## src/rtl/dsm_pkg.sv

```systemverilog
package dsm_pkg;

    // default split of the level word
    localparam int DEF_BASE_W = 8;
    localparam int DEF_FRAC_W = 7;

    // generator run state
    typedef enum logic {
        ST_IDLE = 1'b0,
        ST_RUN  = 1'b1
    } run_e;

    // per-cycle control events decoded by the top
    typedef struct packed {
        logic start;   // stopped -> running
        logic stop;    // running -> stopped
        logic step;    // counter wrap while running
    } ctl_t;

endpackage

```

## src/rtl/dsm_tri_counter.sv

```systemverilog
module dsm_tri_counter #(
    parameter int BASE_W = dsm_pkg::DEF_BASE_W
) (
    input  logic              clk,
    input  logic              rst,
    input  logic              run,
    input  logic              clr,
    output logic [BASE_W-1:0] cnt,
    output logic              wrap
);
    localparam int PH_W = BASE_W + 1;
    localparam logic [PH_W-1:0] PH_LAST = '1;

    logic [PH_W-1:0] ph_q;

    always_ff @(posedge clk) begin
        if (rst || clr || !run) begin
            ph_q <= '0;
        end else begin
            ph_q <= ph_q + 1'b1;
        end
    end

    // rising half counts up, falling half mirrors it down
    always_comb begin
        if (ph_q[PH_W-1]) begin
            cnt = ~ph_q[BASE_W-1:0];
        end else begin
            cnt = ph_q[BASE_W-1:0];
        end
    end

    assign wrap = run && (ph_q == PH_LAST);

endmodule

```

## src/rtl/dsm_err_accum.sv

```systemverilog
module dsm_err_accum #(
    parameter int BASE_W = dsm_pkg::DEF_BASE_W,
    parameter int FRAC_W = dsm_pkg::DEF_FRAC_W
) (
    input  logic              clk,
    input  logic              rst,
    input  dsm_pkg::ctl_t     ctl,
    input  logic [BASE_W-1:0] base,
    input  logic [FRAC_W-1:0] frac,
    output logic [BASE_W-1:0] nxt
);
    logic [FRAC_W-1:0] acc_q;
    logic [FRAC_W:0]   sum;

    assign sum = {1'b0, acc_q} + {1'b0, frac};

    always_ff @(posedge clk) begin
        if (rst) begin
            acc_q <= '0;
            nxt   <= '0;
        end else if (ctl.stop) begin
            nxt   <= '0;
        end else if (ctl.start) begin
            nxt   <= base;
        end else if (ctl.step) begin
            nxt   <= base + {{(BASE_W-1){1'b0}}, sum[FRAC_W]};
            acc_q <= sum[FRAC_W-1:0];
        end
    end

endmodule

```

## src/rtl/dsm_cmp_out.sv

```systemverilog
module dsm_cmp_out #(
    parameter int BASE_W = dsm_pkg::DEF_BASE_W
) (
    input  logic              clk,
    input  logic              rst,
    input  dsm_pkg::ctl_t     ctl,
    input  logic              run,
    input  logic [BASE_W-1:0] base,
    input  logic [BASE_W-1:0] nxt,
    input  logic [BASE_W-1:0] cnt,
    output logic [BASE_W-1:0] cmp,
    output logic              pin
);
    localparam logic [BASE_W-1:0] CMP_FULL = '1;

    always_ff @(posedge clk) begin
        if (rst || ctl.stop) begin
            cmp <= '0;
        end else if (ctl.start) begin
            cmp <= base;
        end else if (ctl.step) begin
            cmp <= nxt;
        end
    end

    assign pin = run && ((cmp == CMP_FULL) || (cnt < cmp));

endmodule

```

## src/rtl/dsm_dither_pwm.sv

```systemverilog
module dsm_dither_pwm #(
    parameter int BASE_W = dsm_pkg::DEF_BASE_W,
    parameter int FRAC_W = dsm_pkg::DEF_FRAC_W,
    localparam int LVL_W = BASE_W + FRAC_W
) (
    input  logic             clk,
    input  logic             rst,
    input  logic [LVL_W-1:0] level_in,
    input  logic             level_ld,
    input  logic             enable,
    output logic             pwm_out,
    output logic             drv_en
);
    import dsm_pkg::*;

    localparam logic [LVL_W-1:0] LVL_MAX = {{BASE_W{1'b1}}, {FRAC_W{1'b0}}};

    logic [LVL_W-1:0]  lvl_q;
    logic [LVL_W-1:0]  lvl_clamped;
    run_e              st_q;
    ctl_t              ctl;
    logic              run;
    logic              want;
    logic              wrap;
    logic [BASE_W-1:0] cnt;
    logic [BASE_W-1:0] cmp_q;
    logic [BASE_W-1:0] nxt_q;
    logic [BASE_W-1:0] base;
    logic [FRAC_W-1:0] frac;

    assign lvl_clamped = (level_in > LVL_MAX) ? LVL_MAX : level_in;

    always_ff @(posedge clk) begin
        if (rst) begin
            lvl_q <= '0;
        end else if (level_ld) begin
            lvl_q <= lvl_clamped;
        end
    end

    assign base = lvl_q[LVL_W-1:FRAC_W];
    assign frac = lvl_q[FRAC_W-1:0];
    assign run  = (st_q == ST_RUN);
    assign want = enable && (lvl_q != '0);

    always_comb begin
        ctl.start = !run && want;
        ctl.stop  = run && !want;
        ctl.step  = run && want && wrap;
    end

    always_ff @(posedge clk) begin
        if (rst) begin
            st_q   <= ST_IDLE;
            drv_en <= 1'b0;
        end else begin
            if (ctl.start) begin
                st_q <= ST_RUN;
            end else if (ctl.stop) begin
                st_q <= ST_IDLE;
            end
            drv_en <= run && want;
        end
    end

    dsm_tri_counter #(.BASE_W(BASE_W)) i_cnt (
        .clk  (clk),
        .rst  (rst),
        .run  (run),
        .clr  (ctl.stop),
        .cnt  (cnt),
        .wrap (wrap)
    );

    dsm_err_accum #(.BASE_W(BASE_W), .FRAC_W(FRAC_W)) i_acc (
        .clk  (clk),
        .rst  (rst),
        .ctl  (ctl),
        .base (base),
        .frac (frac),
        .nxt  (nxt_q)
    );

    dsm_cmp_out #(.BASE_W(BASE_W)) i_out (
        .clk  (clk),
        .rst  (rst),
        .ctl  (ctl),
        .run  (run),
        .base (base),
        .nxt  (nxt_q),
        .cnt  (cnt),
        .cmp  (cmp_q),
        .pin  (pwm_out)
    );

endmodule

```

## config.mk

```make
export PLATFORM = sky130hd
export DESIGN_NAME = dsm_dither_pwm
export DESIGN_NICKNAME = d
export VERILOG_FILES = /design/src/rtl/dsm_pkg.sv /design/src/rtl/dsm_tri_counter.sv /design/src/rtl/dsm_err_accum.sv /design/src/rtl/dsm_cmp_out.sv /design/src/rtl/dsm_dither_pwm.sv
export SDC_FILE = /design/constraint.sdc
export NUM_CORES = 1
export LEC_CHECK = 0
export ABC_AREA = 1
export BUFFER_PORTS_ARGS = -buffer_cell sky130_fd_sc_hd__buf_2
export CELL_PAD_IN_SITES_DETAIL_PLACEMENT = 1
export CELL_PAD_IN_SITES_GLOBAL_PLACEMENT = 1
export CORE_UTILIZATION = 47
export DETAILED_ROUTE_END_ITERATION = 7
export GPL_TIMING_DRIVEN = 0
export PLACE_DENSITY = 0.95
export SYNTH_ARGS = -nofsm -noshare
export SYNTH_HDL_FRONTEND = slang
export SYNTH_HIERARCHICAL = 1
export SYNTH_SLANG_ARGS = --single-unit
```

## constraint.sdc

```tcl
create_clock -name clk -period 4.2 [get_ports clk]
set_clock_uncertainty 0.05 [all_clocks]
set_input_delay 0.42 -clock clk [delete_from_list [all_inputs] [get_ports clk]]
set_output_delay 0.42 -clock clk [all_outputs]
set_load 0.05 [all_outputs]
```

Yosys cells after proc, flatten, opt, wreduce, memory -nomap -nowiden
Index checks and enable logic that the tools add are counted.
{"block": "totals", "regBits": 49, "input_bits": 19, "output_inout_bits": 2}
{"block": "classes", "addsub": 3, "magnitude_cmp": 2, "n_eq_ne": 2, "muxes": 8, "bitwise_logic": 3, "reduce_logical": 17}
{"cell": "$mux W8", "count": 5}
{"cell": "$gt A15 B15 Y1 const B", "count": 1}
{"cell": "$mux W15", "count": 1}
{"cell": "$reduce_bool A15 Y1", "count": 1}
{"cell": "$add A9 B1 Y9 const B", "count": 1}
{"cell": "$eq A9 B9 Y1 const B", "count": 1}
{"cell": "$add A7 B7 Y8", "count": 1}
{"cell": "$add A8 B1 Y8", "count": 1}
{"cell": "$eq A8 B8 Y1 const B", "count": 1}
{"cell": "$lt A8 B8 Y1", "count": 1}
{"cell": "$not A8 Y8", "count": 1}
{"cell": "$logic_and A1 B1 Y1", "count": 7}
{"cell": "$reduce_bool A2 Y1", "count": 2}
{"cell": "$logic_or A1 B1 Y1", "count": 3}
{"cell": "$reduce_and A3 Y1", "count": 1}
{"cell": "$logic_not A1 Y1", "count": 2}
{"cell": "$mux W1", "count": 2}
{"cell": "$not A1 Y1", "count": 2}
{"cell": "$reduce_or A2 Y1", "count": 1}

Longest topological paths before layout
{"block": "depth", "depth_word": 6, "depth_mapped": 16}

Hierarchy
The synthesis kept the hierarchy.
{"mod": "dsm_err_accum", "instances": 1, "cells_each": 158, "area_each_um2": 1058.5, "seq_area_each_um2": 300.3}
{"mod": "dsm_dither_pwm", "instances": 1, "cells_each": 117, "area_each_um2": 783.3, "seq_area_each_um2": 340.3}
{"mod": "dsm_cmp_out", "instances": 1, "cells_each": 94, "area_each_um2": 651.9, "seq_area_each_um2": 160.2}
{"mod": "dsm_tri_counter", "instances": 1, "cells_each": 65, "area_each_um2": 470.5, "seq_area_each_um2": 180.2}

Least setup slack after synthesis
OpenSTA, ideal clock, no wires.
{"block": "synth_path", "path_kind": "register to output", "startpoint": "register i_cnt.ph_q[8]", "endpoint": "output port pwm_out", "t_arrival_ns": 1.990, "setup_slack_ns": 1.740, "stages_incl_launch_ff": 8, "path_buffers": 1, "cell_sequence": "dfxtp_1 -> buf_2 -> xor2_1 -> ha_1 -> a21oi_1 -> o21a_1 -> nand2_1 -> a21oi_1"}
{"block": "synth_between", "elab_chain_len": 4}
{"item": "start: declaration", "line": "dsm_tri_counter.sv:14", "source": "logic [PH_W-1:0] ph_q;"}
{"item": "start signal: assignment", "line": "dsm_tri_counter.sv:20", "source": "ph_q <= ph_q + 1'b1;"}
{"item": "$mux W8", "line": "dsm_tri_counter.sv:26", "source": "if (ph_q[PH_W-1]) begin"}
{"item": "via cnt[7]", "line": "dsm_dither_pwm.sv:25", "source": "logic [BASE_W-1:0] cnt;"}
{"item": "$lt A8 B8 Y1", "line": "dsm_cmp_out.sv:26", "source": "assign pin = run && ((cmp == CMP_FULL) || (cnt < cmp));"}
{"item": "$logic_or A1 B1 Y1", "line": "dsm_cmp_out.sv:26"}
{"item": "$logic_and A1 B1 Y1", "line": "dsm_cmp_out.sv:26"}
{"item": "end: declaration", "line": "dsm_dither_pwm.sv:11", "source": "output logic pwm_out,"}
The timed path passes the listed nets, and every way through them passes these cells.

Final worst setup path
Same ends and word-level chain as after synthesis.

==> summary by stage <==
Outcome
The run finished with clean final reports.

Clock tree
Gates resized during post-CTS repair numbered 0. Post-CTS timing repair inserted 0 buffers for setup. The clock latency on the worst-skew pair is 0.31 ns. The sink count of the clock tree is 49. The number of H-tree levels is 2. TritonCTS built the clock tree. The number of buffers inserted by hold repair at cts is 0. The number of buffers created by CTS is 5.

The root buffer cell chosen for the clock tree is sky130_fd_sc_hd__clkbuf_8. Clock-pin slew was measured on the worst setup and hold paths at 0.10 ns. Counting along the longest clock path gives a buffer depth of 2.

Setup path
The critical path arrival is 2.18 ns. The worst setup path is of the flop to primary output kind. The end of the worst register-to-register path is i_acc/nxt[6]. The setup slack of the most critical reg-to-reg path is 1.71 ns.

The data required time of the worst path is 3.73 ns. The endpoint type of the worst setup path is a primary output. STA classifies the critical path startpoint as a flop.

The depth of the worst register-to-register path is 10. The worst-path maximum fanout is 8. The launching point of the worst reg2reg path is lvl_q[4].

STA
The number of hold-slack violations in the final timing report was 0. For the pin with the worst max-slew slack, the measured transition is 0.509 ns. Setup violations remaining at the end of the flow were counted as 0. The final clock period utilization by the worst path is 63.0%. Setup total negative slack on the finished layout was measured at 0 ns.

Setup repair after global routing left no endpoint under its margin. Static timing analysis puts the maximum clock frequency at 378 MHz. Setup slack closes at between 1.5 and 2 ns. The max-slew violation count is 0.

The worst pin sits at a relative slew slack of 65.6%. The time the final worst path needs with I/O delays and setup is between 2 and 3 ns.

Detailed routing
The first TritonRoute pass finished after 4 iterations. The mean routed wirelength per cell is 14.1 um. Once detail routing completed, the nets flagged for antenna violations numbered 0.

For this block, the initial DRC count from the detailed router was 83. The routed via count is 2766. In the routed layout, each cell is associated on average with a via count of 5.15. The post-detailed-route DRC marker count is 0.

For this block, the routed nets add up to 7580 um of wire.

GRT
The overall overflow remaining after global route is 0. The maximum number of pins on one net before global-route repair is 17. The first-pass GRT wire length is around 13000 um. The number of antenna violations at the first check in global routing is 0.

Global routing consumed, over all layers together, 25.3% of the routing resources. The via count of the first global-routing pass is 2942.

Floorplan
The die covers 6630 um^2. The floorplan step defined a core boundary enclosing 5990 um^2. The vertical extent of the die is slightly above 80 um. The initial utilization of the core area, before any placement, comes to 49.5%.

In this run the core area contains 28 standard-cell rows. The horizontal die dimension is approximately 81 um. During I/O placement, the number of pins put on the boundary was 21.

Synthesis
For this run, the register share of the synthesized area comes to around a third. Synthesis produced a netlist with a net count of ~480. The netlist uses 34 different library cells.

After technology mapping, the gate count stands at about 430. The mean area per synthesized cell is 6.83 um^2. Counting flops with an async set or reset pin after synthesis yields a share of 0%. The dominant synthesized flop cell is sky130_fd_sc_hd__dfxtp_1.

After synthesis the cells add up to 2960 um^2. Counting flops with a built-in enable in the synthesized netlist gives 0. The count of warnings emitted by yosys is 6. The flip-flop and latch count after synthesis is 49.

Job
The number of maximum-capacitance constraint violations is 0.

Hold path
The class of the worst hold path is input port to flop. The critical hold path startpoint is level_in[14]. The worst min-delay path endpoint is lvl_q[14]. The worst hold path passes through 3 cells.

Cells and area
Of the cells placed in the final design, the portion with a size suffix greater than 1 is 14.5%. The library cells used most frequently in the layout, excluding fill and tap cells, are sky130_fd_sc_hd__nand2_1 (106), sky130_fd_sc_hd__nor2_1 (63), sky130_fd_sc_hd__inv_1 (59), sky130_fd_sc_hd__dfxtp_1 (49), sky130_fd_sc_hd__o21ai_0 (27). Relative to the synthesized area, the layout overhead comes to 10.3%.

The filler cell count in the final layout is 825. The commonest non-fill, non-tap cell in the layout is sky130_fd_sc_hd__nand2_1. The net count of the finished layout is between 500 and 600.

0 antenna diodes ended up in the layout.

Power
After layout, the design draws a total of 0.00105 W. The leakage power figure is 1.71 nW. The power density over the cells is 320 nW/um^2. The worst-case IR drop observed on VDD is 0.162 mV.

Placement
The weighted congestion reported at the end of routability-driven placement is 0.842. Buffers placed on the I/O ports in this run total 20. The placement-stage worst setup slack is 1.74 ns. The total half-perimeter wirelength after legalization and detailed placement is around 6000 um.
-- worst max-delay path, stage by stage, from the launching register on --
cell and delay (ns):
sky130_fd_sc_hd__dfxtp_1 0.34, sky130_fd_sc_hd__buf_2 0.24, sky130_fd_sc_hd__xor2_1 0.20, sky130_fd_sc_hd__ha_1 0.27, sky130_fd_sc_hd__a21oi_1 0.16, sky130_fd_sc_hd__o21a_1 0.15
sky130_fd_sc_hd__nand2_1 0.06, sky130_fd_sc_hd__a21oi_1 0.16, sky130_fd_sc_hd__buf_2 0.29
-- final cells by class --
cell class	count	area [um^2]	area share, %
Multi-Input combinational cell	304	1650	50.4
Sequential cell	49	981	30.0
Inverter	73	274	8.38
Timing Repair Buffer	20	100	3.06
Tap cell	75	93.8	2.87
Clock buffer	5	68.8	2.10
Buffer	8	60.1	1.84
Clock inverter	3	43.8	1.34
-- power breakdown --
group	switching (W)	internal, W	total, W
logic	0.000114	0.0000649	0.000179
registers	0.0000274	0.000493	0.000520
clock network	0.000168	0.000179	0.000347
-- sequential cells by signal (all words and copies together) (netlist names) --
name,flops
lvl_q,15
i_cnt/ph_q,9
i_acc/nxt,8
i_out/cmp,8
i_acc/acc_q,7
drv_en,1
run,1
-- layer usage --
layer | routed length [um] | track usage, % | up-vias
met2 | 4020 | 50.3 | 39
li1 | - | - | 1409
met4 | 106 | 8.21 | 0
met1 | 3300 | 26.9 | 1305
met5 | 0 | 0 | -
met3 | 150 | 3.11 | 13
-- through the flow --
stage               std cells  hold WS [ns]  utilization (%)  instance area (um^2)
finish                    537         0.300             54.6                  3270
global route              537         0.293             54.6                  3270
CTS                       537         0.284             54.6                  3270
detailed placement        529         0.439             52.7                  3160
global placement          529         0.421             52.7                  3160
floorplan                 434         0.401                -                  2960
-- worst max path at each step --
| stage | cells past startpoint | start | to |
|---|---|---|---|
| floorplan | 7 | i_cnt/ph_q[8] | pwm_out |
| global placement | 10 | lvl_q[4] | i_acc/nxt[6] |
| detailed placement | 10 | lvl_q[4] | i_acc/nxt[6] |
| CTS | 8 | i_cnt/ph_q[8] | pwm_out |
| global route | 8 | i_cnt/ph_q[8] | pwm_out |
| finish | 8 | i_cnt/ph_q[8] | pwm_out |
-- cell families after synthesis --
| family | Yosys count | synth area share [%] |
|---|---|---|
| AOI/OAI and AO/OA | 65 | 13.6 |
| adders and majority gates | 22 | 9.54 |
| and+or+nand+nor | 205 | 28.9 |
| buffers and inverters | 81 | 11.3 |
| DFF | 49 | 33.1 |
| xor gates and xnor gates | 12 | 3.55 |
-- cells in the mapped netlist (all sizes together), types with 4 or more instances --
library cell,instances,area share [%]
nor2,67,9.0
inv,73,9.2
o21ai,27,4.6
nand3,17,3.0
buf,6,1.7
xor2,12,3.5
o211ai,9,3.6
ha,21,8.9
a21oi,24,4.1
nand2,108,14
nor3,4,0.68
dfxtp,49,33
Power figures use the tool's default switching activity.
